File: src/rtl/coal_pkg.sv
// Package: shared types of the interrupt coalescer.
// Assumes: nothing beyond IEEE 1800-2017.
package coal_pkg;

    // Next action for the packet counter in a cycle.
    typedef enum logic [1:0] {
        CNT_HOLD   = 2'd0,
        CNT_DEC    = 2'd1,
        CNT_RELOAD = 2'd2
    } cnt_act_e;

endpackage

File: src/rtl/coal_pkt_counter.sv
// Module: packet batch counter. Counts finished packets down from the
// threshold. When the batch ends it emits a registered completion set pulse
// and reloads the counter. An external reload request wins over a decrement.
// Assumes: pkt_done and reload_req are single-cycle synchronous strobes.
module coal_pkt_counter
    import coal_pkg::*;
#(
    parameter int THR_W   = 8,
    parameter int RST_THR = 1
) (
    input  logic             clk,
    input  logic             rst_n,
    input  logic             pkt_done,
    input  logic             reload_req,
    input  logic [THR_W-1:0] thresh,
    output logic [THR_W-1:0] count,
    output logic             cmpl_set
);
    localparam logic [THR_W-1:0] ONE     = THR_W'(1);
    localparam logic [THR_W-1:0] RST_VAL = THR_W'(RST_THR);

    logic [THR_W-1:0] thr_eff;
    logic             batch_end;
    cnt_act_e         act;

    // Saturate a zero threshold to one so the counter never wraps.
    always_comb thr_eff = (thresh == '0) ? ONE : thresh;

    // A completion at the last packet of the batch.
    always_comb batch_end = pkt_done && (count == ONE);

    // Pick the counter action: reload beats decrement.
    always_comb begin
        if (reload_req || batch_end) act = CNT_RELOAD;
        else if (pkt_done)           act = CNT_DEC;
        else                         act = CNT_HOLD;
    end

    // Counter register update.
    always_ff @(posedge clk) begin
        if (!rst_n) begin
            count <= RST_VAL;
        end else begin
            case (act)
                CNT_RELOAD: count <= thr_eff;
                CNT_DEC:    count <= count - ONE;
                default:    count <= count;
            endcase
        end
    end

    // Registered completion set pulse.
    always_ff @(posedge clk) begin
        if (!rst_n) cmpl_set <= 1'b0;
        else        cmpl_set <= batch_end;
    end


    cnt_nonzero_chk: assert property (@(posedge clk) disable iff (!rst_n)
        count != '0);


    cnt_dec_chk: assert property (@(posedge clk) disable iff (!rst_n)
        (pkt_done && !reload_req && count > ONE)
        |=> (count == THR_W'($past(count) - ONE)) && !cmpl_set);


    cnt_reload_chk: assert property (@(posedge clk) disable iff (!rst_n)
        reload_req |=> count == (($past(thresh) == '0) ? ONE : $past(thresh)));


    cmpl_pulse_chk: assert property (@(posedge clk) disable iff (!rst_n)
        (pkt_done && count == ONE) |=> cmpl_set);

endmodule

File: src/rtl/coal_delay_timer.sv
// Module: one-shot delay timer. Each completion with a nonzero delay reloads
// it. It counts down on tick. When it reaches zero it emits a registered
// delay set pulse and stops.
// Assumes: tick is a synchronous single-cycle enable from a prescaler.
module coal_delay_timer #(
    parameter int DLY_W = 8
) (
    input  logic             clk,
    input  logic             rst_n,
    input  logic             pkt_done,
    input  logic             tick,
    input  logic [DLY_W-1:0] delay,
    output logic [DLY_W-1:0] timer,
    output logic             expire,
    output logic             delay_set
);
    localparam logic [DLY_W-1:0] ONE = DLY_W'(1);

    logic restart;
    logic running;

    // Restart only when a completion brings a nonzero delay.
    always_comb restart = pkt_done && (delay != '0);

    // The timer is armed while it holds a nonzero value.
    always_comb running = (timer != '0);

    // Expiry: the last tick of an armed timer.
    always_comb expire = tick && (timer == ONE);

    // Timer register: restart wins over countdown.
    always_ff @(posedge clk) begin
        if (!rst_n)                timer <= '0;
        else if (restart)          timer <= delay;
        else if (tick && running)  timer <= timer - ONE;
    end

    // Registered delay set pulse.
    always_ff @(posedge clk) begin
        if (!rst_n) delay_set <= 1'b0;
        else        delay_set <= expire;
    end


    tmr_restart_chk: assert property (@(posedge clk) disable iff (!rst_n)
        (pkt_done && delay != '0) |=> timer == $past(delay));


    tmr_hold_chk: assert property (@(posedge clk) disable iff (!rst_n)
        (!tick && !pkt_done) |=> $stable(timer));


    tmr_oneshot_chk: assert property (@(posedge clk) disable iff (!rst_n)
        (timer == '0 && !pkt_done) |=> (timer == '0) && !delay_set);


    tmr_fire_chk: assert property (@(posedge clk) disable iff (!rst_n)
        (tick && timer == ONE) |=> delay_set);

endmodule

File: src/rtl/irq_coalescer.sv
// Module: DMA completion interrupt coalescer top. Joins the packet counter
// and the delay timer. A timer expiry or a control write reloads the counter.
// Assumes: the threshold and delay fields come from an external control
// register, and masking and status storage live outside this unit.
module irq_coalescer #(
    parameter int THR_W   = 8,
    parameter int DLY_W   = 8,
    parameter int RST_THR = 1
) (
    input  logic             clk,
    input  logic             rst_n,
    input  logic             pkt_done,
    input  logic [THR_W-1:0] thresh_fld,
    input  logic [DLY_W-1:0] delay_fld,
    input  logic             ctrl_wr,
    input  logic             tick,
    output logic             cmpl_irq_set,
    output logic             delay_irq_set,
    output logic [THR_W-1:0] pkt_count,
    output logic [DLY_W-1:0] delay_count
);
    logic tmr_expire;
    logic cnt_reload;

    // A control write or a timer expiry restarts the batch.
    always_comb cnt_reload = ctrl_wr || tmr_expire;

    coal_pkt_counter #(
        .THR_W   (THR_W),
        .RST_THR (RST_THR)
    ) u_cnt (
        .clk        (clk),
        .rst_n      (rst_n),
        .pkt_done   (pkt_done),
        .reload_req (cnt_reload),
        .thresh     (thresh_fld),
        .count      (pkt_count),
        .cmpl_set   (cmpl_irq_set)
    );

    coal_delay_timer #(
        .DLY_W (DLY_W)
    ) u_tmr (
        .clk       (clk),
        .rst_n     (rst_n),
        .pkt_done  (pkt_done),
        .tick      (tick),
        .delay     (delay_fld),
        .timer     (delay_count),
        .expire    (tmr_expire),
        .delay_set (delay_irq_set)
    );


    both_pulse_chk: assert property (@(posedge clk) disable iff (!rst_n)
        (pkt_done && pkt_count == THR_W'(1) && tick && delay_count == DLY_W'(1))
        |=> cmpl_irq_set && delay_irq_set);


    expire_reload_chk: assert property (@(posedge clk) disable iff (!rst_n)
        (tick && delay_count == DLY_W'(1))
        |=> pkt_count == (($past(thresh_fld) == '0) ? THR_W'(1) : $past(thresh_fld)));

endmodule

File: config.mk
export PLATFORM = sky130hd
export DESIGN_NAME = irq_coalescer
export DESIGN_NICKNAME = d
export VERILOG_FILES = /design/src/rtl/coal_pkg.sv /design/src/rtl/coal_pkt_counter.sv /design/src/rtl/coal_delay_timer.sv /design/src/rtl/irq_coalescer.sv
export SDC_FILE = /design/constraint.sdc
export NUM_CORES = 1
export LEC_CHECK = 0
export BUFFER_PORTS_ARGS = -buffer_cell sky130_fd_sc_hd__buf_2
export CORE_AREA = 4 4 47 59
export CTS_BUF_LIST = sky130_fd_sc_hd__clkbuf_4 sky130_fd_sc_hd__clkbuf_8 sky130_fd_sc_hd__clkbuf_16
export DETAILED_ROUTE_END_ITERATION = 8
export DIE_AREA = 0 0 51 63
export PLACE_DENSITY_LB_ADDON = 0.1
export SETUP_SLACK_MARGIN = 0.05
export SYNTH_ARGS = -nofsm -noshare
export SYNTH_HDL_FRONTEND = slang
export SYNTH_HIERARCHICAL = 1
export SYNTH_SLANG_ARGS = --single-unit
File: constraint.sdc
create_clock -name clk -period 5.65 [get_ports clk]
set_input_delay 0 -clock clk [delete_from_list [all_inputs] [get_ports clk]]
set_output_delay 0 -clock clk [all_outputs]
set_load 0.05 [all_outputs]
# Word-level counts from Yosys, hierarchy flattened
# Cells that the tools add are included.
[totals]
output_inout_bits = 18
input_bits = 21
ff_bits = 18
elab_cells = 27
[classes]
n_reduce_logical = 11
mux = 6
n_eq_ne = 4
add_sub_neg = 2
[op_table]
columns = ["cell", "count"]
rows = [
  ["$mux W8", 3],
  ["$eq A8 B1 Y1 const B", 2],
  ["$pmux W8 S2", 1],
  ["$reduce_bool A8 Y1", 2],
  ["$sub A8 B1 Y8 const B", 2],
  ["$logic_not A8 Y1", 1],
  ["$logic_and A1 B1 Y1", 4],
  ["$reduce_bool A2 Y1", 2],
  ["$eq A2 B1 Y1 const B", 1],
  ["$eq A2 B2 Y1 const B", 1],
  ["$logic_or A1 B1 Y1", 2],
  ["$mux W2", 1],
  ["$mux W1", 1],
]

# Longest topological paths before layout
# Gate-level depths: netlist of run 1.
[logic_depth]
ltp_word = 7
depth_mapped = 9

# Cells and area by module
# The synthesis of run 1 kept the hierarchy.
[modules_own_cells]
columns = ["mod", "n_inst", "cells_per_inst", "area_each_um2"]
rows = [
  ["coal_delay_timer", 1, 65, 550.5],
  ["coal_pkt_counter", 1, 58, 544.3],
  ["irq_coalescer", 1, 1, 6.3],
]

# Worst setup path before layout of run 1
# Ideal clock, no wire load.
[synth_timing]
kind = "register to register"
startpoint = "register u_tmr.timer[2]"
endpoint = "register u_cnt.count[2]"
slack_ps = 3428
stages_incl_launch_ff = 9
path_buffers = 2
t_required_ps = 5534
arrival_time_ps = 2106
period_less_slack_ps = 2222
cell_sequence = "dfxtp_1 buf_6 or4_4 nor2_1 and4_1 or2_1 a41oi_4 buf_6 o211a_1"
[synth_between]
elab_chain_len = 7
word_cells_on_any_way = 9
cone_classes = "3 x eq/ne; 2 x mux; 4 x reduce/logical"
[synth_lines]
columns = ["item", "line_no", "source"]
rows = [
  ["start, declared", "coal_delay_timer.sv:13", "output logic [DLY_W-1:0] timer,"],
  ["start signal, assigned", "coal_delay_timer.sv:34", "else if (restart) timer <= delay;"],
  ["start signal, assigned", "coal_delay_timer.sv:35", "else if (tick && running) timer <= timer - ONE;"],
  ["$eq A8 B1 Y1 *", "coal_delay_timer.sv:29", "always_comb expire = tick && (timer == ONE);"],
  ["$logic_and A1 B1 Y1 *", "coal_delay_timer.sv:29", ""],
  ["named net tmr_expire", "irq_coalescer.sv:22", "logic tmr_expire;"],
  ["$logic_or A1 B1 Y1 *", "irq_coalescer.sv:26", "always_comb cnt_reload = ctrl_wr || tmr_expire;"],
  ["named net cnt_reload", "irq_coalescer.sv:23", "logic cnt_reload;"],
  ["$logic_or A1 B1 Y1 *", "coal_pkt_counter.sv:34", "if (reload_req || batch_end) act = CNT_RELOAD;"],
  ["$mux W2 *", "coal_pkt_counter.sv:34", ""],
  ["$eq A2 B1 Y1 / $eq A2 B2 Y1 (equally long branches)", "coal_pkt_counter.sv:44", "case (act)"],
  ["$pmux W8 S2 / $reduce_bool A2 Y1 (equally long branches)", "n/a", ""],
  ["end signal, assigned", "coal_pkt_counter.sv:45", "CNT_RELOAD: count <= thr_eff;"],
  ["end signal, assigned", "coal_pkt_counter.sv:46", "CNT_DEC: count <= count - ONE;"],
  ["end signal, assigned", "coal_pkt_counter.sv:47", "default: count <= count;"],
  ["end, declared", "coal_pkt_counter.sv:16", "output logic [THR_W-1:0] count,"],
]
# The timed path passes the listed nets; every way through them passes the cells marked *.
# A chain may end at the register's enable or synchronous reset.

# Worst setup path after layout of run 1
[layout_timing]
startpoint = "register u_tmr.timer[2]"
endpoint = "register u_cnt.count[4]"
# The elaborated chain is that of the path after synthesis.

==> flow_summary.toml, run 1 <==
[worst_hold_path]
min_delay_worst_endpoint = "u_tmr/timer[3]$_SDFFE_PN0P_"
hold_start = "delay_fld[3]"
hp-class = "input port to flip-flop"
hold_depth = 3

[grt]
grt_start_max_net_pins = 20
antenna_found_initial = 0
grt-ovfl-total = 0
grt_pass1_vias = 1111
grt_use_total = 0.187
grt_pass1_wl_um = 4750

[setup_path]
r2r_setup_slack_ns = 3.56
critPathMaxFanout = 15
cp_slowest_cell = "dfxtp_1"
endpoint_kind = "flip-flop"
crit_type = "flip-flop to flip-flop"
startpoint_type = "flip-flop"
cp_data_arrival_time_ns = 2.30
path_cells = "or4_4, nor2_1, and4_1, or2_1, a41oi_4, nor2_1, a311oi_2"
critPathRequiredTime_ns = 5.86
crit_top_cell = "nor2_1"
rr_startpoint = "u_tmr/timer[2]$_SDFFE_PN0P_"
slowest_delay_ns = 0.49
rr_worst_depth = 7
rr_endpoint = "u_cnt/count[4]$_SDFFE_PN0P_"

[yosys]
synthesis.nets = 150
yosys_register_bits = 18
yosys.area.top_type = "dfxtp_1"
synth_compound_area_frac = 0.239
synth_top_family_by_area = "simple AND/OR/NAND/NOR gates"
synth.mux.area_fraction = 0.00909
synth_edf_count = 0
synth_xor_area_frac = 0.0716
synth_fa_ha_area_frac = 0.0568
yosysWarnings = 6
synthArstFlopShare = 0
syn_area_per_cell_um2 = 8.88
synth.top_cell.area_share = 0.327
ys_top_cells_by_area = "dfxtp_1 33%, ha_1 5.7%, o21ai_0 5.0%"
synthCells = 124
synth-main-ff-cell = "dfxtp_1"
synth_area_um2 = 1100
yosysSeqAreaShare = 0.327
ys_types = 43
synth-simple-area-share = 0.241

[power]
p_leak_uw = 0.000603
power_density_nw_per_um2 = 260
ir_drop_v = 0.000165

[placed_design]
place.gp.congestion = 0.923
hpwlAfterDp_um = 2130
portBuffers = 38

[routing]
drc = 0
met2WireLength_um = 1500
via_per_inst = 5.42
wl_per_cell_um = 14.1
dr.pass1.iters = 4
drt_iter0_drc = 22
top_layer = "met4"
wl_um = 2790
ant_nets = 0
met1_length_um = 1080
via_count = 1073
route.met3.wl_um = 163

[clock_network]
cts_tree = "done"
clockBufferDepth = 2
clk_latency_ns = 0.29
cts_resized = 0
clock-sinks = 18
htreeDepth = 1
numCtsBuffers = 3
post_cts_buffers = 0
path_clk_slew_ns = 0.11
ctsHoldBuffers = 6
clock-root-buffer = "clkbuf_4"

[layout]
final_common_cell = "buf_2"
nNetsFinal = 194
regArea_um2 = 360
layout_common_cells = "38 x buf_2, 18 x dfxtp_1, 11 x o21ai_0, 9 x a21oi_1, 8 x nand2_1"
area_growth_pct = 26.0
final_util = 0.628
drive_gt1_frac = 0.305
num_antenna_cells = 0
nFillCells = 203
multi_input_area_um2 = 679

[sta]
finalSetupViolations = 0
report.final.slew_viol_count = 0
slew_headroom = 0.615
holdWs_ns = -0.00383
rsz0062_at_grt = "no"
worstMarginPinSlew_ns = 0.577
timing_hold_violations_final = 1
max_freq_ghz = 0.478
fin_setup_tns_ns = 0
finClkSkew_ns = 0.00558
fin_crit_sh = 0.370
period_needed_ns = 2.09

[floorplanning]
dieArea_um2 = 3210
placementRows = 19
die_y_um = 63
start_util = 0.498
ios = 39
die_w_um = 51
core_um2 = 2210

[job]
maxCapViolCount = 0

[run_status]
status = "finished, violations left"
violations = "negative hold slack"
cell families (layout without fill, tap and decap cells):
kind of cell | after synthesis | after routing
buffers and inverters | 11 | 54
flip-flops | 18 | 18
AO/OA/AOI/OAI | 38 | 38
XOR/XNOR | 9 | 9
AND/OR/NAND/NOR | 42 | 42
adder cells (fa/ha/maj) | 5 | 5
multiplexers | 1 | 1
critical path: cells and delay by family (launching register included):
kind	cells	cell delay, ns
AOI/OAI and AO/OA	2	0.67
and+or+nand+nor	5	0.84
DFF	1	0.49
where the power goes:
group	switching (uW)	leakage (uW)	internal, uW
registers	17.3	0.000149	138
clock network	41.2	0.0000210	39.2
logic	81.5	0.000433	43.8
total	140	0.000603	221
worst max path at each step:
stage | from | slack, ns | to
2_1_floorplan | u_tmr/timer[2]$_SDFFE_PN0P_ | 3.43 | u_cnt/count[2]$_SDFFE_PN0P_
3_3_place_gp | u_tmr/timer[2]$_SDFFE_PN0P_ | 3.69 | u_cnt/count[0]$_SDFFE_PN1P_
3_5_place_dp | u_tmr/timer[2]$_SDFFE_PN0P_ | 3.62 | u_cnt/count[0]$_SDFFE_PN1P_
4_1_cts | u_tmr/timer[2]$_SDFFE_PN0P_ | 3.60 | u_cnt/count[4]$_SDFFE_PN0P_
5_1_grt | u_tmr/timer[2]$_SDFFE_PN0P_ | 3.41 | u_cnt/count[4]$_SDFFE_PN0P_
6_report | u_tmr/timer[2]$_SDFFE_PN0P_ | 3.56 | u_cnt/count[4]$_SDFFE_PN0P_
layout make-up:
cell class                 count  share of cell area
inverter                       6              0.0162
timing repair buffer          44               0.180
multi-input combinational     95               0.490
sequential                    18               0.260
tap                           31              0.0280
clock buffer                   4              0.0261
Yosys cell counts, drive strengths merged (2+ instances only):
master,instances
a21oi,9
a31oi,4
and2,3
and3,3
buf,4
dfxtp,18
ha,5
inv,6
nand2,8
nand3,3
nor2,6
nor3,3
nor4,3
nor4b,2
o211a,2
o21ai,13
o31ai,4
or4,5
xnor2,5
xor2,4
metal layers:
layer  track usage  vias to the layer above
li1              -                      540
met1         0.197                      494
met2         0.355                       35
met3        0.0263                        4
met4        0.0741                        0
met5             0                        -
state kept, by name, indices dropped and copies added (netlist names):
register,count
u_tmr/delay_set,1
u_tmr/timer,8
u_cnt/cmpl_set,1
u_cnt/count,8
through the flow:
| stage | instances | hold WS [ns] | worst slack (ns) | power, uW | cell area, um2 |
|---|---|---|---|---|---|
| 6_report | 198 | -0.00383 | 3.56 | 361 | 1390 |
| 5_1_grt | 198 | 0.0488 | 3.41 | 382 | 1390 |
| 4_1_cts | 198 | 0.00208 | 3.60 | 364 | 1390 |
| 3_5_place_dp | 188 | 0.253 | 3.62 | 280 | 1290 |
| 3_3_place_gp | 188 | 0.254 | 3.69 | 278 | 1290 |
| 2_1_floorplan | 124 | 0.0800 | 3.43 | 250 | 1100 |
(Power assumes the default switching activity.)
==> run 2, diff against run 1 <==
ABC_AREA = 1   (was default)
CORE_AREA = 4 4 54 68   (was 4 4 47 59)
DIE_AREA = 0 0 58 72   (was 0 0 51 63)
clock period = 1.7 ns   (was 5.65 ns; I/O delays follow)
==> run 2 against run 1 <==
  * The run now ends clean
  * Cell area grew 24%
  * Fmax grew 37%
  * Synthesized cell count grew 81%
  * Highest routed layer unchanged
  * Sequential power grew to 3.3 times the previous value
  * Critical path type unchanged
==> flow_summary.toml, run 2 <==
[clock_network]
numCtsBuffers = 3
path_clk_slew_ns = 0.07
clock-root-buffer = "clkbuf_8"
htreeDepth = 1
cts_tree = "done"
clock-sinks = 18
clockBufferDepth = 2
clk_latency_ns = 0.26

[yosys]
synthArstFlopShare = 0
syn_area_per_cell_um2 = 6.20
ys_top_cells_by_area = "dfxtp_1 26%, nand2_1 15%, nand3_1 14%"
netlist_top_cells_count = "57 x nand2_1, 39 x nand3_1, 32 x nor2_1, 28 x inv_1, 18 x dfxtp_1"
yosysSeqAreaShare = 0.258
synth_area_um2 = 1400
yosys_register_bits = 18
synthMostInstantiatedCell = "nand2_1"
yosysWarnings = 6
synthesis.nets = 251
synthCells = 225
synth.top_cell.area_share = 0.258
synth-main-ff-cell = "dfxtp_1"
ys_types = 29
yosys.area.top_type = "dfxtp_1"
synth_edf_count = 0

[routing]
ant_nets = 0
drt_iter0_drc = 69
via_count = 1553
wl_per_cell_um = 12.9
wl_um = 3890
via_per_inst = 5.14
dr.pass1.iters = 5
drc = 0

[sta]
slew_headroom = 0.714
holdWs_ns = 0.0507
period_needed_ns = 1.52
rsz0062_at_grt = "no"
report.final.slew_viol_count = 0
postLayoutSetupSlackWorst_ns = 0.176
finClkSkew_ns = 0.00561
finalSetupViolations = 0
fin_crit_sh = 0.897
max_freq_ghz = 0.656
worstMarginPinSlew_ns = 0.427
timing_hold_violations_final = 0

[power]
power.share.clock = 0.249
power_density_nw_per_um2 = 843
ir_drop_v = 0.000558
p_seq_frac = 0.354
internal_power_uw = 846
p_switching_uw = 600
comb_power_share = 0.397
switching_share = 0.415
p_leak_uw = 0.000919

[floorplanning]
start_util = 0.449
dieArea_um2 = 4180
ios = 39
die_w_um = 58
placementRows = 23
die_y_um = 72
core_um2 = 3110

[placed_design]
place.gp.congestion = 0.855
hpwlAfterDp_um = 3070
dpl_worst_slack_ns = -0.0179
portBuffers = 38
placed_cells = 298

[job]
maxCapViolCount = 0

[setup_path]
cp_data_arrival_time_ns = 1.73
r2r_setup_slack_ns = 0.18
critPathRequiredTime_ns = 1.91
crit_type = "flip-flop to flip-flop"
critPathMaxFanout = 5
startpoint_type = "flip-flop"
endpoint_kind = "flip-flop"

[grt]
grt_pass1_vias = 1508
grt_pass1_wl_um = 6640
grt_use_total = 0.201
grt-ovfl-total = 0
antenna_found_initial = 0
grt_start_max_net_pins = 17

[layout]
area_growth_pct = 23.0
drive_gt1_frac = 0.302
final_common_cell = "nand2_1"
nFillCells = 356
num_antenna_cells = 0
final_util = 0.552
nNetsFinal = 292
layout_common_cells = "56 x nand2_1, 39 x nand3_1, 38 x buf_2, 30 x nor2_1, 26 x inv_1"
final_cell_count_no_fill = 302
largestRegisters = "u_cnt/count (8), u_tmr/timer (8)"

[worst_hold_path]
hp-class = "input port to flip-flop"

[run_status]
status = "finished clean"
-- run 2: cell types whose count changed after synthesis, sizes merged, moves of 5 or more --
cell	previous run	this run
o21ai	13	6
or4	5	0
inv	6	31
nand2	8	62
a21oi	9	2
nand3	3	40
nor2	6	43
-- run 2: critical path, cell delays in order (launching register included) --
cell	delay [ns]
dfxtp_4	0.36
inv_2	0.08
ha_1	0.15
nand2_1	0.07
nor3_2	0.17
inv_1	0.06
nand2_2	0.12
inv_2	0.08
nand3_4	0.11
inv_2	0.06
nand2_1	0.06
nand2_1	0.07
nor2_2	0.07
-- run 2: stage by stage --
| step | cell area (um2) | total power [uW] | TNS [ns] |
|---|---|---|---|
| floorplan | 1410 | 943 | 0 |
| global placement | 1630 | 1080 | 0 |
| detailed placement | 1630 | 1080 | -0.0179 |
| CTS | 1690 | 1440 | 0 |
| global route | 1720 | 1540 | 0 |
| finish | 1720 | 1450 | 0 |
-- run 2: path summary, 6_finish.rpt --
kind	startpoint	endpoint	cells after the start
setup / recovery	u_tmr/timer[1]$_SDFFE_PN0P_	u_cnt/count[2]$_SDFFE_PN0P_	12
hold reg to reg	u_cnt/count[0]$_SDFFE_PN1P_	u_cnt/count[0]$_SDFFE_PN1P_	2
hold / removal	thresh_fld[0]	u_cnt/count[0]$_SDFFE_PN1P_	5
setup reg to reg	u_tmr/timer[1]$_SDFFE_PN0P_	u_cnt/count[2]$_SDFFE_PN0P_	12
-- run 2: layout make-up --
class / instances / area, um2 / share of cell area
timing repair buffer: 39 / 198 / 0.115
multi-input combinational: 173 / 925 / 0.539
tap: 37 / 46.3 / 0.0270
sequential: 18 / 373 / 0.217
clock buffer: 4 / 55.1 / 0.0321
inverter: 31 / 119 / 0.0693
-- run 2: metal layers --
layer	vias up	track usage	wire [um]	part of all wire
met3	5	0.0285	192	0.049
met2	41	0.377	2110	0.54
met1	713	0.226	1550	0.40
li1	794	-	-	-
met5	-	0	0	0
met4	0	0.0696	39	0.010
-- run 2: cells by family after synthesis --
logic type / count (synthesis) / share of synthesized area
compound gates: 10 / 0.0583
xor+xnor: 4 / 0.0251
fa+ha+maj: 5 / 0.0448
buf+inv: 34 / 0.100
flops: 18 / 0.258
simple gates: 154 / 0.513
-- run 2: repair_timing --
item                       4_1_cts  5_1_grt
setup buffers                    0        0
pin swaps                        0        2
gates resized for setup          1        9
setup endpoints to repair        3        8
hold buffers                     0        0
-- run 2: power groups by stage --
stage / clock, uW / sequential [uW] / combinational, uW
after global routing: 387 / 520 / 637
final: 359 / 512 / 574
after global placement: 0 / 520 / 560
after floorplan: 0 / 635 / 308
after CTS: 365 / 511 / 566
after detailed placement: 0 / 521 / 564
==> run 3, diff against run 2 <==
CORE_AREA = 4 4 50 63   (was 4 4 54 68)
DIE_AREA = 0 0 54 67   (was 0 0 58 72)
clock period = 1.85 ns   (was 1.7 ns; I/O delays follow)
==> run 3 against run 2 <==
  * Cell area is 2.8% lower
  * First-iteration DRC count is 43% lower
  * Global-route usage is 1.6 points higher
  * Wire length shrank 6.9%
  * Count of clock-buffer cells in the layout is the same
  * Sequential share of layout area barely moved
  * Non-clock buffer count rose by 1
  * Combinational power fell by 10%
==> flow_summary.toml, run 3 (synthesized netlist as in run 2, its figures left out) <==
[clock_network]
clock-root-buffer = "clkbuf_4"
post_cts_buffers = 0
clockBufferDepth = 2
clk_latency_ns = 0.30
htreeDepth = 1
numCtsBuffers = 3
cts_tree = "done"
path_clk_slew_ns = 0.11
clock-sinks = 18

[setup_path]
critPathMaxFanout = 7
endpoint_kind = "flip-flop"
cp_data_arrival_time_ns = 1.83
crit_type = "flip-flop to flip-flop"
cp_num_buf_inv = 4
slowest_delay_ns = 0.40
path_cells = "nor2_4, inv_1, nor3_1, inv_1, nand2_1, inv_1, nand3_2, inv_2, nand2_1, nand2_1, nor2_2"
startpoint_type = "flip-flop"
cp_slowest_cell = "dfxtp_1"
critPathTopFamily = "simple AND/OR/NAND/NOR gates"
critPathRequiredTime_ns = 2.09

[floorplanning]
core_um2 = 2600
ios = 39
start_util = 0.536
placementRows = 21
die_w_um = 54
dieArea_um2 = 3620
die_y_um = 67

[layout]
layout_common_cells = "57 x nand2_1, 39 x nand3_1, 38 x buf_2, 31 x nor2_1, 28 x inv_1"
nNetsFinal = 293
drive_gt1_frac = 0.252
num_antenna_cells = 0
area_growth_pct = 19.5
nFillCells = 279
largestRegisters = "u_cnt/count (8), u_tmr/timer (8)"
final_common_cell = "nand2_1"

[sta]
report.final.slew_viol_count = 0
max_freq_ghz = 0.628
fin_setup_tns_ns = 0
postLayoutSetupSlackWorst_ns = 0.257
finalSetupViolations = 0
worstMarginPinSlew_ns = 0.434
finClkSkew_ns = 0.0105
rsz0062_at_grt = "no"
slew_headroom = 0.709
holdWs_ns = 0.00785
fin_crit_sh = 0.861
timing_hold_violations_final = 0
period_needed_ns = 1.59

[power]
ir_drop_v = 0.000511
power_density_nw_per_um2 = 737
p_leak_uw = 0.000909

[placed_design]
hpwlAfterDp_um = 2880
portBuffers = 38
place.gp.congestion = 0.924
dpl_worst_slack_ns = 0.208

[grt]
busiest_layer = "met2"
grt_start_max_net_pins = 17
grtUsageMet2 = 0.398
grt_use_total = 0.217
grt_pass1_vias = 1434
antenna_found_initial = 0
grt_pass1_wl_um = 5750
grt-ovfl-total = 0
gr-usage-met1 = 0.218
grt_util_met3 = 0.0268

[run_status]
status = "finished clean"

[routing]
wl_um = 3620
via_count = 1559
dr.pass1.iters = 4
drc = 0
via_per_inst = 5.20
drt_iter0_drc = 39
wl_per_cell_um = 12.1
ant_nets = 0

[job]
maxCapViolCount = 0

[worst_hold_path]
hp-class = "input port to flip-flop"
[run 3: area by class of cell]
class	count	area, um2	area share
clock buffers	4	36.3	0.0218
multi-input cells	173	897	0.538
repair buffers	40	210	0.126
well taps	34	42.5	0.0255
flip-flops and latches	18	362	0.217
inverters	31	119	0.0713
[run 3: path summary, 6_finish.rpt]
path	startpoint	end	slack, ns	cells past startpoint
worst max-delay path	u_tmr/timer[2]$_SDFFE_PN0P_	u_cnt/count[6]$_SDFFE_PN0P_	0.26	11
worst min-delay path	thresh_fld[1]	u_cnt/count[1]$_SDFFE_PN0P_	0.008	5
worst max register to register	u_tmr/timer[2]$_SDFFE_PN0P_	u_cnt/count[6]$_SDFFE_PN0P_	0.26	11
worst min register to register	u_cnt/count[0]$_SDFFE_PN1P_	u_cnt/count[0]$_SDFFE_PN1P_	0.53	2
[run 3: report_power, final]
group / leakage [uW] / switching [uW] / internal [uW] / total (uW)
Combinational: 0.000739 / 354 / 161 / 515
Clock: 0.0000210 / 126 / 120 / 246
Sequential: 0.000149 / 45.7 / 421 / 467
Total: 0.000909 / 526 / 702 / 1230
[run 3: layer usage]
| layer | part of all wire | wire, um |
|---|---|---|
| met1 | 0.39 | 1430 |
| met2 | 0.52 | 1880 |
| met3 | 0.053 | 191 |
| met4 | 0.033 | 120 |
| met5 | 0 | 0 |
[run 3: metrics by stage]
stage	cells	total power, uW	instance area [um2]	utilization
4_1_cts	300	1240	1660	0.640
2_1_floorplan	225	864	1400	-
6_report	300	1230	1670	0.641
3_3_place_gp	294	985	1610	0.618
5_1_grt	300	1310	1670	0.641
3_5_place_dp	294	985	1610	0.618
[run 3: tightest hold or removal path: stages]
cell and delay (ns):
buf_2 0.09, nand2_1 0.05, nand2_1 0.05, nor2_1 0.04, nor2_1 0.06
[run 3: what timing repair did]
item,CTS,global route
setup endpoints to repair,0,3
hold buffers,2,0
gates resized for setup,0,1
hold endpoints to repair,2,0
